[src/rtl/flash_stat_pkg.sv]
// Package: shared verdict encoding for the flash status verdict unit.
// Assumes: verdict codes are consumed by the sequencer as plain 3-bit values.
package flash_stat_pkg;

    typedef enum logic [2:0] {
        VD_PASS     = 3'd0,
        VD_ECC      = 3'd1,
        VD_SPARE    = 3'd2,
        VD_NOTREADY = 3'd3,
        VD_PROTO    = 3'd4
    } verdict_e;

endpackage

[src/rtl/stat_field_mask.sv]
// Module: stat_field_mask
// Zeroes the reserved low bits of the raw status byte so that nothing
// downstream can depend on them.
// Assumes: reserved bits occupy the RSV_W least significant positions.
module stat_field_mask #(
    parameter int STAT_W = 8,
    parameter int RSV_W  = 4
) (
    input  logic [STAT_W-1:0] raw_i,
    output logic [STAT_W-1:0] masked_o
);

    // One mask cell per bit: reserved positions forced low, others pass.
    for (genvar b = 0; b < STAT_W; b++) begin : g_bit
        if (b < RSV_W) begin : g_rsv
            assign masked_o[b] = 1'b0;
        end else begin : g_keep
            assign masked_o[b] = raw_i[b];
        end
    end

endmodule

[src/rtl/stat_verdict.sv]
// Module: stat_verdict
// Combinational classifier: turns a masked status byte and the operation
// type into a verdict, an error flag and a recovery permission.
// Assumes: input already masked; bit positions given by parameters.
module stat_verdict
    import flash_stat_pkg::*;
#(
    parameter int STAT_W  = 8,
    parameter int RDY_BIT = 7,
    parameter int ECC_BIT = 6,
    parameter int ERS_BIT = 5,
    parameter int PGM_BIT = 4
) (
    input  logic [STAT_W-1:0] stat_i,
    input  logic              op_is_erase_i,
    output verdict_e          verdict_o,
    output logic              is_error_o,
    output logic              recov_o
);

    logic ready, ecc_ok, ers_fail, pgm_fail, own_fail, other_fail;

    // Field extraction and fail-bit steering by operation type.
    always_comb begin
        ready      = stat_i[RDY_BIT];
        ecc_ok     = stat_i[ECC_BIT];
        ers_fail   = stat_i[ERS_BIT];
        pgm_fail   = stat_i[PGM_BIT];
        own_fail   = op_is_erase_i ? ers_fail : pgm_fail;
        other_fail = op_is_erase_i ? pgm_fail : ers_fail;
    end

    // Priority decision: busy, then inconsistency, then own failure.
    always_comb begin
        if (!ready) begin
            verdict_o = VD_NOTREADY;
        end else if (other_fail) begin
            verdict_o = VD_PROTO;
        end else if (own_fail) begin
            verdict_o = ecc_ok ? VD_ECC : VD_SPARE;
        end else begin
            verdict_o = VD_PASS;
        end
    end

    // Derived flags for the clear handshake and recovery permission.
    always_comb begin
        is_error_o = (verdict_o == VD_ECC) || (verdict_o == VD_SPARE) ||
                     (verdict_o == VD_PROTO);
        recov_o    = !op_is_erase_i &&
                     ((verdict_o == VD_ECC) || (verdict_o == VD_SPARE));
    end

    // A protocol verdict implies a ready device with some fail bit set.
    always_comb begin
        if (verdict_o == VD_PROTO) begin
            AST_PROTO_NEEDS_FAIL: assert (ready && (ers_fail || pgm_fail));
        end
    end

endmodule

[src/rtl/stat_clear_ctrl.sv]
// Module: stat_clear_ctrl
// Holds the status-clear request from an error verdict until the
// sequencer acknowledges it.
// Assumes: set and ack never meet, because set is gated by op_allow.
module stat_clear_ctrl (
    input  logic clk,
    input  logic rst_n,
    input  logic set_i,
    input  logic ack_i,
    output logic req_o
);

    logic req_q;

    // Request flop: set by an error, cleared by acknowledge.
    always_ff @(posedge clk) begin
        if (!rst_n) begin
            req_q <= 1'b0;
        end else if (set_i) begin
            req_q <= 1'b1;
        end else if (ack_i) begin
            req_q <= 1'b0;
        end
    end

    assign req_o = req_q;

    AST_CLR_HOLD: assert property (@(posedge clk) disable iff (!rst_n)
        req_q && !ack_i |=> req_q);
    AST_CLR_DROP: assert property (@(posedge clk) disable iff (!rst_n)
        req_q && ack_i && !set_i |=> !req_q);

endmodule

[src/rtl/flash_status_decider.sv]
// Module: flash_status_decider (top)
// Evaluates the polled flash status after a program or erase, registers
// a verdict, requests a status clear on errors and blocks new operations
// until the clear is acknowledged.
// Assumes: done_i is a single-cycle strobe with status_i and op_is_erase_i.
module flash_status_decider
    import flash_stat_pkg::*;
#(
    parameter int STAT_W  = 8,
    parameter int RSV_W   = 4,
    parameter int RDY_BIT = STAT_W - 1,
    parameter int ECC_BIT = STAT_W - 2,
    parameter int ERS_BIT = STAT_W - 3,
    parameter int PGM_BIT = STAT_W - 4
) (
    input  logic              clk,
    input  logic              rst_n,
    input  logic              done_i,
    input  logic [STAT_W-1:0] status_i,
    input  logic              op_is_erase_i,
    input  logic              clear_ack_i,
    output logic              verdict_valid_o,
    output logic [2:0]        verdict_o,
    output logic              clear_req_o,
    output logic              op_allow_o,
    output logic              recovery_ok_o
);

    logic [STAT_W-1:0] stat_m;
    verdict_e          vd_now;
    verdict_e          vd_q;
    logic              err_now, recov_now, accept;
    logic              vld_q, recov_q;

    stat_field_mask #(.STAT_W(STAT_W), .RSV_W(RSV_W)) i_mask (
        .raw_i    (status_i),
        .masked_o (stat_m)
    );

    stat_verdict #(
        .STAT_W(STAT_W), .RDY_BIT(RDY_BIT), .ECC_BIT(ECC_BIT),
        .ERS_BIT(ERS_BIT), .PGM_BIT(PGM_BIT)
    ) i_verdict (
        .stat_i        (stat_m),
        .op_is_erase_i (op_is_erase_i),
        .verdict_o     (vd_now),
        .is_error_o    (err_now),
        .recov_o       (recov_now)
    );

    // Strobes are only honoured when no clear is outstanding.
    assign accept = done_i && !clear_req_o;

    stat_clear_ctrl i_clear (
        .clk   (clk),
        .rst_n (rst_n),
        .set_i (accept && err_now),
        .ack_i (clear_ack_i),
        .req_o (clear_req_o)
    );

    // Verdict, pulse and recovery registers updated on accepted strobes.
    always_ff @(posedge clk) begin
        if (!rst_n) begin
            vd_q    <= VD_PASS;
            vld_q   <= 1'b0;
            recov_q <= 1'b0;
        end else begin
            vld_q <= accept;
            if (accept) begin
                vd_q    <= vd_now;
                recov_q <= recov_now;
            end
        end
    end

    assign verdict_valid_o = vld_q;
    assign verdict_o       = vd_q;
    assign recovery_ok_o   = recov_q;
    assign op_allow_o      = !clear_req_o;

    AST_PULSE_CAUSE: assert property (@(posedge clk) disable iff (!rst_n)
        verdict_valid_o |-> $past(done_i && op_allow_o));
    AST_IGNORE_BLOCKED: assert property (@(posedge clk) disable iff (!rst_n)
        clear_req_o && done_i |=> !verdict_valid_o && $stable(verdict_o));
    AST_ERR_REQ: assert property (@(posedge clk) disable iff (!rst_n)
        verdict_valid_o && (verdict_o == 3'd1 || verdict_o == 3'd2 ||
        verdict_o == 3'd4) |-> clear_req_o);
    AST_OK_NO_REQ: assert property (@(posedge clk) disable iff (!rst_n)
        verdict_valid_o && (verdict_o == 3'd0 || verdict_o == 3'd3)
        |-> !clear_req_o);
    AST_RECOV_SRC: assert property (@(posedge clk) disable iff (!rst_n)
        $rose(recovery_ok_o) |-> verdict_valid_o &&
        (verdict_o == 3'd1 || verdict_o == 3'd2));

endmodule

[config.mk]
export PLATFORM = sky130hd
export DESIGN_NAME = flash_status_decider
export DESIGN_NICKNAME = d
export VERILOG_FILES = /design/src/rtl/flash_stat_pkg.sv /design/src/rtl/stat_field_mask.sv /design/src/rtl/stat_verdict.sv /design/src/rtl/stat_clear_ctrl.sv /design/src/rtl/flash_status_decider.sv
export SDC_FILE = /design/constraint.sdc
export NUM_CORES = 1
export LEC_CHECK = 0
export BUFFER_PORTS_ARGS = -buffer_cell sky130_fd_sc_hd__buf_2
export CORE_AREA = 4 4 41 43
export DETAILED_ROUTE_END_ITERATION = 8
export DIE_AREA = 0 0 45 47
export MAX_ROUTING_LAYER = met4
export PLACE_DENSITY_LB_ADDON = 0.08
export SETUP_SLACK_MARGIN = 0.4
export SLEW_MARGIN = 20
export SYNTH_ARGS = -nofsm -noshare
export SYNTH_HDL_FRONTEND = slang
export SYNTH_SLANG_ARGS = --single-unit
[constraint.sdc]
create_clock -name clk -period 1.1 [get_ports clk]
set_clock_uncertainty 0.2 [all_clocks]
set_input_delay 0.055 -clock clk [delete_from_list [all_inputs] [get_ports clk]]
set_output_delay 0.055 -clock clk [all_outputs]
set_load 0.1 [all_outputs]
==> flow_metrics.env <==
export IMPL_drv_cap=0
export IMPL_syn_to_final_growth_pct=100
export IMPL_peakVddDrop_mv=0.595
export IMPL_status="finished, violations left"
export IMPL_combPwrFrac_pct=37.4
export IMPL_min_from="status_i[6]"
export IMPL_wl_um=724
export IMPL_seqCellArea_um2=140
export IMPL_ios=20
export IMPL_gr_max_usage_layer="met2"
export IMPL_rr_startpoint="i_clear.req_o"
export IMPL_start_kind="flip-flop"
export IMPL_drive_above_1_share_pct=75.0
export IMPL_cts_tree="built"
export IMPL_io_buffers=15
export IMPL_place_inst=62
export IMPL_power_uw=744
export IMPL_rsz0062_at_grt="true"
export IMPL_synth_edf_count=0
export IMPL_leakagePower_uw=0.000257
export IMPL_cts_made_buffers=3
export IMPL_async_reset_ff_share_pct=0
export IMPL_hold_path_cell_count=2
export IMPL_synth_seq_cells=6
export IMPL_drtAntennaViolNets=0
export IMPL_crit_arrival_ns=0.93
export IMPL_grt_usage_pct=8.01
export IMPL_fin_cells=67
export IMPL_dp_hpwl_um=558
export IMPL_drcViolationCount=0
export IMPL_cp_end_kind="output pin"
export IMPL_switching_share_pct=35.5
export IMPL_met3_usage_pct=3.45
export IMPL_dieHeight_um=47
export IMPL_violations="negative hold slack, negative setup slack"
export IMPL_regToRegSetupSlack_ns=-0.05
export IMPL_internal_power_uw=480
export IMPL_criticalPathCategory="reg2out"
export IMPL_synth_most_common_cell="dfxtp_1"
export IMPL_vias=293
export IMPL_synth_top_area_share_pct=39.5
export IMPL_grt_pass1_wl_mm=1.14
export IMPL_fmax_mhz=842
export IMPL_synth_commonest_cells="dfxtp_1, nor2b_1"
export IMPL_place_congestion=0.718
export IMPL_cts_root_buffer="clkbuf_4"
export IMPL_grt_pass1_vias=293
export IMPL_clockBufferDepth=2
export IMPL_setup_ws_ns=-0.0883
export IMPL_finalSetupViolCount=5
export IMPL_drv_slew=0
export IMPL_core_area_um2=1300
export IMPL_hold_viol=6
export IMPL_grt_use_met2_pct=13.3
export IMPL_dieArea_um2=2120
export IMPL_yosys_warnings=0
export IMPL_p_seq_share_pct=32.2
export IMPL_clock_latency_ns=0.25
export IMPL_dpl_worst_slack_ns=-0.0671
export IMPL_final_area_um2=608
export IMPL_holdPathEnd="verdict_o[1]"
export IMPL_dr_pass1_iters=2
export IMPL_synth_top_cell_by_area="dfxtp_1"
export IMPL_slew_headroom_pct=81.7
export IMPL_grt_max_degree=7
export IMPL_min_path_type="in2reg"
export IMPL_antenna_found_initial=0
export IMPL_clock_power_share_pct=30.5
export IMPL_synthCells=30
export IMPL_avgViaCountPerCell=4.37
export IMPL_num_rows=13
export IMPL_cts_htree_levels=1
export IMPL_synth_area_um2=304
export IMPL_synth_main_ff_cell="dfxtp_1"
export IMPL_start_util_pct=23.4
export IMPL_clkSlewWorstSetupHoldPaths_ns=0.05
export IMPL_timing_rr_end="recovery_ok_o"
export IMPL_use_met1_pct=7.53
export IMPL_required_ns=0.84
export IMPL_tightest_slew_ns=0.274
export IMPL_min_period_ns=1.19
export IMPL_p_per_area_nw_per_um2=1220
export IMPL_place_area_um2=541
export IMPL_period_share_pct=108
export IMPL_rr_worst_depth=4
export IMPL_antenna_cells=0
export IMPL_grt_overflow_total=0
export IMPL_cts_sinks=6
export IMPL_netlist_top_cells_area="dfxtp_1, nor2b_1, o32ai_2"
export IMPL_synth_cell_types=18
export IMPL_avgSynthCellArea_um2=10.1
export IMPL_power_switching_uw=264
export IMPL_post_drt_wl_per_cell_um=10.8
export IMPL_fill_cells=128
export IMPL_syn_nets=43
export IMPL_critPathMaxFanout=3
export IMPL_cts_setup_buffers=0
export IMPL_synth_seq_area_share_pct=39.5
export IMPL_fin_hold_ws_ns=-0.162
export IMPL_die_w_um=45
export IMPL_detail_route_iter0_violations=1
export IMPL_layout_nets=66
export IMPL_multiInputGateArea_um2=191
export IMPL_crit_start="i_clear.req_o"
state kept, by name (all words and copies together) (netlist names):
signal,flops
i_clear.req_o,1
recovery_ok_o,1
verdict_o,3
verdict_valid_o,1
stage by stage:
| stage | util (%) | setup TNS [ns] |
|---|---|---|
| 2_1_floorplan | - | -1.23 |
| 3_3_place_gp | 41.5 | -0.140 |
| 3_5_place_dp | 41.5 | -0.151 |
| 4_1_cts | 44.9 | -0.442 |
| 5_1_grt | 46.7 | -0.572 |
| 6_report | 46.7 | -0.229 |
per-layer routing:
| metal | part of all wire, % | vias to the layer above | wire length (um) |
|---|---|---|---|
| met4 | 2.6 | 0 | 19 |
| met2 | 51 | 10 | 366 |
| li1 | - | 152 | - |
| met5 | 0 | - | 0 |
| met1 | 40 | 129 | 292 |
| met3 | 6.2 | 2 | 45 |
power groups by stage:
| stage | Clock [uW] | Combinational (uW) | Sequential (uW) |
|---|---|---|---|
| after floorplan | 0 | 66.6 | 334 |
| after global placement | 0 | 257 | 243 |
| after detailed placement | 0 | 260 | 243 |
| after CTS | 237 | 269 | 239 |
| after global routing | 254 | 291 | 240 |
| final | 227 | 278 | 239 |
worst max path at each step:
stage	end	slack [ns]
6_report	op_allow_o	-0.09
5_1_grt	op_allow_o	-0.12
4_1_cts	verdict_o[1]	-0.09
3_5_place_dp	verdict_o[1]	-0.07
3_3_place_gp	verdict_o[1]	-0.06
2_1_floorplan	verdict_o[1]	-0.23
cell type report:
type	count	area share, %
repair buffers	19	36.4
inverters	2	1.65
flip-flops and latches	6	23.0
multi-input cells	21	31.5
well taps	15	3.09
clock buffers	4	4.32
cells by family after synthesis:
kind of cell | after synthesis | share of synthesized area, %
compound gates | 7 | 21.8
buf+inv | 3 | 6.17
flops | 6 | 39.5
mux | 2 | 7.00
simple gates | 12 | 25.5
cells in the final DEF, fill, tap and decap left out, drive strengths merged:
| cell | instances |
|---|---|
| buf | 19 |
| dfxtp | 6 |
| clkbuf | 4 |
| nor2b | 3 |
| nand2b | 2 |
| a21boi | 2 |
| nor2 | 2 |
| inv | 2 |
| nand3 | 2 |
| and4bb | 1 |
| mux2i | 1 |
| o211ai | 1 |
| nor3b | 1 |
| a21oi | 1 |
| a21bo | 1 |
| o22ai | 1 |
| nand2 | 1 |
| o32ai | 1 |
| mux2 | 1 |
timing repair:
| action | in CTS | in global routing |
|---|---|---|
| endpoints found under the hold margin | 5 | 6 |
| endpoints found under the setup margin | 13 | 13 |
| pin swaps | 0 | 1 |
| gates cloned | 1 | 0 |
| resized for setup | 6 | 8 |
worst max-delay path: stages (launching register included):
cell     delay (ns)
dfxtp_4        0.35
buf_6          0.13
inv_4          0.05
buf_12         0.16
(Power assumes the default switching activity.)
